$ cat src/rtl/lane_mem_pkg.sv
package lane_mem_pkg;

    localparam int ROW_BYTES = 8;
    localparam int DATA_W    = ROW_BYTES * 8;
    localparam int OFF_W     = $clog2(ROW_BYTES);

    typedef logic [DATA_W-1:0] row_t;

    typedef enum logic [1:0] {
        SZ_BYTE  = 2'd0,
        SZ_HALF  = 2'd1,
        SZ_WORD  = 2'd2,
        SZ_DWORD = 2'd3
    } acc_size_e;

    typedef struct packed {
        logic [OFF_W-1:0] off;
        acc_size_e        size;
        logic             swap;
    } lane_sel_t;

    function automatic int size_bytes(acc_size_e s);
        return 1 << int'(s);
    endfunction

    // ones over the low width*8 bits; the full row for an 8-byte access
    function automatic row_t width_mask(acc_size_e s);
        if (s == SZ_DWORD) return '1;
        return (row_t'(1) << (size_bytes(s) * 8)) - row_t'(1);
    endfunction

    // reverse the low size_bytes(s) bytes, clear the rest
    function automatic row_t rev_bytes(row_t v, acc_size_e s);
        row_t r;
        int   nb;
        nb = size_bytes(s);
        r  = '0;
        for (int i = 0; i < ROW_BYTES; i++) begin
            if (i < nb) r[i*8 +: 8] = v[(nb-1-i)*8 +: 8];
        end
        return r;
    endfunction

endpackage

$ cat src/rtl/lane_addr_split.sv
module lane_addr_split
    import lane_mem_pkg::*;
#(
    parameter int ROW_W = 4,
    localparam int ADDR_W = ROW_W + OFF_W
) (
    input  logic [ADDR_W-1:0] addr,
    input  acc_size_e         size,
    output logic [ROW_W-1:0]  row_idx,
    output logic [OFF_W-1:0]  off,
    output logic              legal
);
    logic [OFF_W-1:0] low_bits;

    always_comb begin
        row_idx  = addr[ADDR_W-1:OFF_W];
        off      = addr[OFF_W-1:0];
        low_bits = OFF_W'(size_bytes(size) - 1);
        legal    = ((off & low_bits) == '0);
    end
endmodule

$ cat src/rtl/lane_load_extract.sv
module lane_load_extract
    import lane_mem_pkg::*;
(
    input  row_t      row,
    input  lane_sel_t sel,
    output row_t      data
);
    row_t lane;
    int   sh;

    always_comb begin
        sh = int'(sel.off) * 8;
        if (sel.size == SZ_DWORD) lane = row;
        else lane = (row & (width_mask(sel.size) << sh)) >> sh;
        data = sel.swap ? rev_bytes(lane, sel.size) : lane;
    end
endmodule

$ cat src/rtl/lane_store_merge.sv
module lane_store_merge
    import lane_mem_pkg::*;
(
    input  row_t      row,
    input  row_t      wdata,
    input  lane_sel_t sel,
    output row_t      merged
);
    row_t ins;
    row_t msk;
    int   sh;

    always_comb begin
        sh  = int'(sel.off) * 8;
        msk = width_mask(sel.size);
        ins = wdata & msk;
        if (sel.swap) ins = rev_bytes(ins, sel.size);
        if (sel.size == SZ_DWORD) merged = ins;
        else merged = (row & ~(msk << sh)) | (ins << sh);
    end
endmodule

$ cat src/rtl/lane_mem_port.sv
module lane_mem_port
    import lane_mem_pkg::*;
#(
    parameter int ROWS = 16,
    localparam int ROW_W  = $clog2(ROWS),
    localparam int ADDR_W = ROW_W + OFF_W
) (
    input  logic              clk,
    input  logic              rst,
    input  logic              req_valid,
    input  logic              req_write,
    input  logic [ADDR_W-1:0] req_addr,
    input  logic [1:0]        req_size,
    input  logic              req_swap,
    input  logic [DATA_W-1:0] wr_data,
    output logic [DATA_W-1:0] rd_data,
    output logic              rd_valid,
    output logic              align_err
);
    row_t             rows [ROWS];
    logic [ROW_W-1:0] row_idx;
    logic [OFF_W-1:0] off;
    logic             legal;
    lane_sel_t        sel;
    row_t             cur_row;
    row_t             ld_data;
    row_t             st_row;
    logic             do_store;
    logic             do_load;

    lane_addr_split #(.ROW_W(ROW_W)) u_split (
        .addr    (req_addr),
        .size    (acc_size_e'(req_size)),
        .row_idx (row_idx),
        .off     (off),
        .legal   (legal)
    );

    always_comb begin
        sel.off  = off;
        sel.size = acc_size_e'(req_size);
        sel.swap = req_swap;
        cur_row  = rows[row_idx];
        do_store = req_valid && req_write && legal;
        do_load  = req_valid && !req_write && legal;
    end

    lane_load_extract u_load (
        .row  (cur_row),
        .sel  (sel),
        .data (ld_data)
    );

    lane_store_merge u_store (
        .row    (cur_row),
        .wdata  (wr_data),
        .sel    (sel),
        .merged (st_row)
    );

    for (genvar g = 0; g < ROWS; g++) begin : g_row
        always_ff @(posedge clk) begin
            if (rst) rows[g] <= '0;
            else if (do_store && (row_idx == ROW_W'(g))) rows[g] <= st_row;
        end
    end

    always_ff @(posedge clk) begin
        if (rst) begin
            rd_data   <= '0;
            rd_valid  <= 1'b0;
            align_err <= 1'b0;
        end else begin
            rd_data   <= do_load ? ld_data : '0;
            rd_valid  <= do_load;
            align_err <= req_valid && !legal;
        end
    end
endmodule

$ cat config.mk
export PLATFORM = sky130hd
export DESIGN_NAME = lane_mem_port
export DESIGN_NICKNAME = d
export VERILOG_FILES = /design/src/rtl/lane_mem_pkg.sv /design/src/rtl/lane_addr_split.sv /design/src/rtl/lane_load_extract.sv /design/src/rtl/lane_store_merge.sv /design/src/rtl/lane_mem_port.sv
export SDC_FILE = /design/constraint.sdc
export NUM_CORES = 2
export LEC_CHECK = 0
export ABC_AREA = 1
export BUFFER_PORTS_ARGS = -buffer_cell sky130_fd_sc_hd__buf_2
export CORE_MARGIN = 3
export CORE_UTILIZATION = 47
export DETAILED_ROUTE_END_ITERATION = 7
export PLACE_DENSITY = 0.61
export SLEW_MARGIN = 20
export SYNTH_ARGS = -nofsm -noshare
export SYNTH_HDL_FRONTEND = slang
export SYNTH_SLANG_ARGS = --single-unit
$ cat constraint.sdc
create_clock -name clk -period 11.97 [get_ports clk]
set_input_delay 1.7955 -clock clk [delete_from_list [all_inputs] [get_ports clk]]
set_output_delay 1.7955 -clock clk [all_outputs]
set_load 0.02 [all_outputs]
# Word-level counts from Yosys, hierarchy flattened
# Memories as Yosys holds them, arrays and structs flattened.
# Cells that the tools add are included.
# W data, S select, Z words.
# totals
output_inout_bits	66
mem_bits_ro	0
latch_bits	0
mem_bits_rw	1024
memories	1
word_cells	200
inputBits	78
regBits	66
# op_classes
n_mul	0
n_reduce_logical	26
order_cmp	8
n_eq_ne	16
muxes	92
n_bitwise	23
shifts	22
div	0
addsub	9
# memory_table
name	words	word_bits	read_ports	rd_ports_with_merged_regs	write_ports	line	source
rows	16	64	1	0	16	lane_mem_port.sv:20	row_t rows [ROWS];
# ops
cell	n
$mux W64	24
$shiftx A64 B32 Y8	16
$and A64 B64 Y64	3
$shl A64 B6 Y64	3
$lt A4 B32 Y1 const A	4
$mux W8	16
$sub A29 B4 Y29 const B	4
$lt A3 B32 Y1 const A	2
$not A64 Y64	1
$or A64 B64 Y64	1
$shl A1 B32 Y64 const A	1
$shr A64 B6 Y64	1
$sub A64 B1 Y64 const B	1
$sub A29 B2 Y29 const B	2
$sub A29 B3 Y29 const B	2
$mux W1	52
$eq A4 B4 Y1 const B	8
$lt A1 B32 Y1 const A	1
$lt A2 B32 Y1 const A	1
$shl A1 B2 Y32 const A	1
$logic_and A1 B1 Y1	21
$eq A4 B3 Y1 const B	4
$or A1 B1 Y1	16
$eq A4 B2 Y1 const B	2
8 further kinds	9

# Logic depth before layout (Yosys ltp)
# depth
depth_word	12
mapped_depth	29
ltp_nobuf	24

# Modules after synthesis
# Synthesis repeated with hierarchy kept, for this count alone.
# hier_totals
hier_cells	8291
hier_area_um2	62767.7
# modules_own_cells
module	area_each_um2	instances	cells_each
lane_mem_port	50603.5	1	5611
lane_store_merge	6262.3	1	1380
lane_load_extract	5823.1	1	1286
lane_addr_split	78.8	1	14

# Worst setup path before layout
# OpenSTA, ideal clock, no wires.
# synth_path
path_kind	input port to flip-flop
start	in req_size[0]
end	mem rows[13][0] (netlist name), enable pin
slack_ns	2.258
arrival_ns	9.137
stages	16
n_path_buf	6
cell_sequence	inv_1 -> ha_1 -> inv_2 -> buf_4 -> buf_2 -> clkbuf_1 -> buf_1 -> buf_1 -> ha_1 -> clkbuf_1 -> o221ai_1 -> nor3_1 -> inv_1 -> nor2_1 -> inv_1 -> o21ai_0
# synth_rtl
item	line	source
from (decl)	lane_mem_port.sv:13	input logic [1:0] req_size,
to (decl)	lane_mem_port.sv:20	

==> flow_metrics.tcl <==
set metrics [dict create \
    status "finished, final reports clean" \
    timing.final.crit_period_ns 6.942 \
    routed_wl_um 247700 \
    place.port_buffers 143 \
    grt_setup_unrepaired "no" \
    clock_insertion_delay_worst_skew_ns 0.77 \
    grt_max_degree 125 \
    worst_setup_slack_after_placement_ns 4.390 \
    setup_tns_ns 0 \
    grtUsageMet2 0.5588 \
    synth_fa_ha_area_frac 0.002293 \
    final_common_cell "sky130_fd_sc_hd__nand2_1" \
    area_delta_synth_final_pct 8.396 \
    numClockSinks 1090 \
    overflow 0 \
    grt_use_total 0.3672 \
    post_cts_buffers 0 \
    grtUsageMet3 0.07157 \
    die_width_um 363.4 \
    path_clk_slew_ns 0.06 \
    dr_total_vias 54530 \
    ctsRootBufferMaster "sky130_fd_sc_hd__clkbuf_16" \
    cts.hold.buffers_added 0 \
    ctsHtreeMaxLevel 3 \
    timing.critical_path.to_type "register" \
    grt_pass1_wl_um 353900 \
    setup_ws_ns 5.028 \
    fin_worst_skew_ns 0.04020 \
    final_max_slew_viol_count 0 \
    core_area_um2 126200 \
    grt_pass1_vias 50600 \
    initial_core_util 0.4756 \
    syn_nets 7347 \
    dp.cells 8636 \
    fmaxAchievable_mhz 144.1 \
    synth_mux_area_frac 0.001417 \
    total_power_of_the_final_layout_mw 9.394 \
    final_core_util 0.5155 \
    mostFrequentLayoutCells "sky130_fd_sc_hd__nand2_1, sky130_fd_sc_hd__nor2_1, sky130_fd_sc_hd__edfxtp_1, sky130_fd_sc_hd__nand3_1, sky130_fd_sc_hd__o21ai_0" \
    whs_ns 1.257 \
    r2r_setup_slack_ns 8.35 \
    drc 0 \
    path_class "in2reg" \
    hold_path_class "reg2reg" \
    timing.final.hold_violations 0 \
    synthSimpleGateAreaFrac 0.2800 \
    dominant_combinational_cell_family_by_area_after_synthesis "simple AND/OR/NAND/NOR gates" \
    leakage_power_nw 25.80 \
    crit_required_ns 12.53 \
    maxCapViolCount 0 \
    place.detailed.hpwl_um 153000 \
    synth-compound-area-share 0.1184 \
    synth_xor_area_frac 0 \
    ys_async_sr_fraction 0 \
    tritoncts.num_buffers 114 \
    route.antenna.remaining_nets 0 \
    pwr_density_cell_nw_per_um2 144.4 \
    startpoint_type "primary input" \
    cts-root-to-sink-buffers 3 \
    slew-limit-headroom 0.1475 \
    antenna_found_initial 6 \
    arrival_ns 7.50 \
    postSynthCellCount 7258 \
    timing_worst_slew_pin_value_ns 1.274 \
    drt-vias-per-instance 6.168 \
    number_of_search_and_repair_iterations_in_the_first_detailed_routing_pass 6 \
    setup_violations 0 \
    design_area_um2 65070 \
    dieArea_um2 132000 \
    post-route-period-util 0.5799 \
    detailed_router_s_first_iteration_violation_count 8342 \
    clock_tree_from_tritoncts "built" \
    postPlaceCellArea_um2 61520 \
    number_of_unique_standard_cell_types_used_by_synthesis 74 \
    synth_seq_area_share 0.5342 \
    route.detailed.wl_per_inst_um 28.02 \
    final_nets 7191 \
    die_ht_um 363.4 \
    post_cts_resized 0 \
    io_pins 144 \
    vdd_ir_drop_max_mv 0.1444 \
    synth-main-ff-cell "sky130_fd_sc_hd__edfxtp_1" \
    routing_layer_with_the_top_usage_in_global_route "met2" \
    met1_track_demand_over_resource 0.4967 \
    layout_cell_share_with_drive_strength_beyond_1 0.1021 \
    syn-mean-instance-area_um2 8.271 \
    gp_congestion 1.012 \
    critical_path.max_fanout 51 \
    post_synthesis_sequential_element_count 1090 \
    netlist_area_before_placement_um2 60030 \
    finish.cell_count_without_fillers 8840 \
    edff_count_synth 1024 \
    ys.warnings.count 0 \
    std_cell_rows 130 \
]
==> cell usage after synthesis, types with 8 or more instances <==
master | n | share of area
sky130_fd_sc_hd__dfxtp_1 | 66 | 0.022
sky130_fd_sc_hd__nand3_1 | 536 | 0.045
sky130_fd_sc_hd__o21ai_0 | 439 | 0.037
sky130_fd_sc_hd__inv_2 | 39 | 0.0024
sky130_fd_sc_hd__nor2_1 | 1556 | 0.097
sky130_fd_sc_hd__and2_1 | 17 | 0.0018
sky130_fd_sc_hd__buf_4 | 45 | 0.0056
sky130_fd_sc_hd__o221ai_1 | 23 | 0.0034
sky130_fd_sc_hd__a21oi_1 | 299 | 0.025
sky130_fd_sc_hd__edfxtp_1 | 1024 | 0.51
sky130_fd_sc_hd__buf_2 | 180 | 0.015
sky130_fd_sc_hd__o22ai_1 | 77 | 0.0080
sky130_fd_sc_hd__nand2_2 | 16 | 0.0017
sky130_fd_sc_hd__a21oi_2 | 8 | 0.0012
sky130_fd_sc_hd__nor3_1 | 27 | 0.0023
sky130_fd_sc_hd__inv_1 | 253 | 0.016
sky130_fd_sc_hd__o21ai_2 | 49 | 0.0071
sky130_fd_sc_hd__ha_1 | 11 | 0.0023
sky130_fd_sc_hd__clkbuf_1 | 227 | 0.014
sky130_fd_sc_hd__nand4_1 | 79 | 0.0082
sky130_fd_sc_hd__nand2_4 | 9 | 0.0017
sky130_fd_sc_hd__o21ai_1 | 116 | 0.0097
sky130_fd_sc_hd__nor2_2 | 44 | 0.0046
sky130_fd_sc_hd__buf_6 | 30 | 0.0056
sky130_fd_sc_hd__a31oi_1 | 8 | 0.00083
sky130_fd_sc_hd__o211ai_1 | 83 | 0.010
sky130_fd_sc_hd__nand2_1 | 1723 | 0.11
sky130_fd_sc_hd__buf_1 | 67 | 0.0042
sky130_fd_sc_hd__a22oi_1 | 55 | 0.0069
sky130_fd_sc_hd__or2_2 | 57 | 0.0059
==> cells by family after synthesis <==
| group | after synthesis |
|---|---|
| DFF | 1090 |
| AOI/OAI and AO/OA | 1211 |
| adders and majority gates | 11 |
| muxes | 6 |
| buffers and inverters | 851 |
| and+or+nand+nor | 4089 |
==> final timing paths <==
| check | startpoint | to | cells after the start |
|---|---|---|---|
| setup / recovery | req_size[1] | rows[9][17]$_SDFFCE_PN0P_ | 17 |
| hold / removal | rows[7][58]$_SDFFCE_PN0P_ | rd_data[58]$_SDFF_PP0_ | 8 |
| setup reg to reg | rows[5][40]$_SDFFCE_PN0P_ | rd_data[48]$_SDFF_PP0_ | 20 |
| hold reg to reg | rows[7][58]$_SDFFCE_PN0P_ | rd_data[58]$_SDFF_PP0_ | 8 |
==> power by group <==
group	internal, mW	leakage, nW	switching, mW
clock network	1.91	1.72	1.54
registers	4.29	11.1	0.0323
logic	0.339	12.9	1.29
==> sequential cells by signal, summed over array words and instances (netlist names) <==
name	flops
rd_valid	1
align_err	1
rd_data	64
rows	1024
==> critical path, cell delays in order <==
cell and delay (ns):
sky130_fd_sc_hd__buf_2 0.14, sky130_fd_sc_hd__inv_1 0.13, sky130_fd_sc_hd__ha_2 0.19, sky130_fd_sc_hd__buf_4 0.33
sky130_fd_sc_hd__inv_1 0.12, sky130_fd_sc_hd__buf_4 0.55, sky130_fd_sc_hd__ha_2 0.57, sky130_fd_sc_hd__inv_2 0.42
sky130_fd_sc_hd__buf_4 0.53, sky130_fd_sc_hd__nor2_1 0.19, sky130_fd_sc_hd__nor3_2 0.79, sky130_fd_sc_hd__o211ai_1 0.19
sky130_fd_sc_hd__o21ai_0 0.30, sky130_fd_sc_hd__o21ai_1 0.17, sky130_fd_sc_hd__nand2_1 0.12, sky130_fd_sc_hd__nand3_1 0.55
sky130_fd_sc_hd__a21oi_1 0.33
==> final cells by class <==
cell class,instances,area [um2]
Antenna cell,2,5.005
Clock buffer,143,2983
Clock inverter,59,556.8
Fill cell,12050,61150
Inverter,300,1171
Multi-Input combinational cell,5317,24430
Sequential cell,1090,32070
Tap cell,1650,2064
Timing Repair Buffer,279,1784
==> layer usage <==
metal	part of all wire	vias up	wire, um
met1	0.39	26220	96080
met3	0.11	685	27820
met5	0.000069	-	17
met2	0.44	3470	109100
met4	0.059	2	14680
li1	-	24150	-
Note: power is estimated with default switching activity, not from simulation.
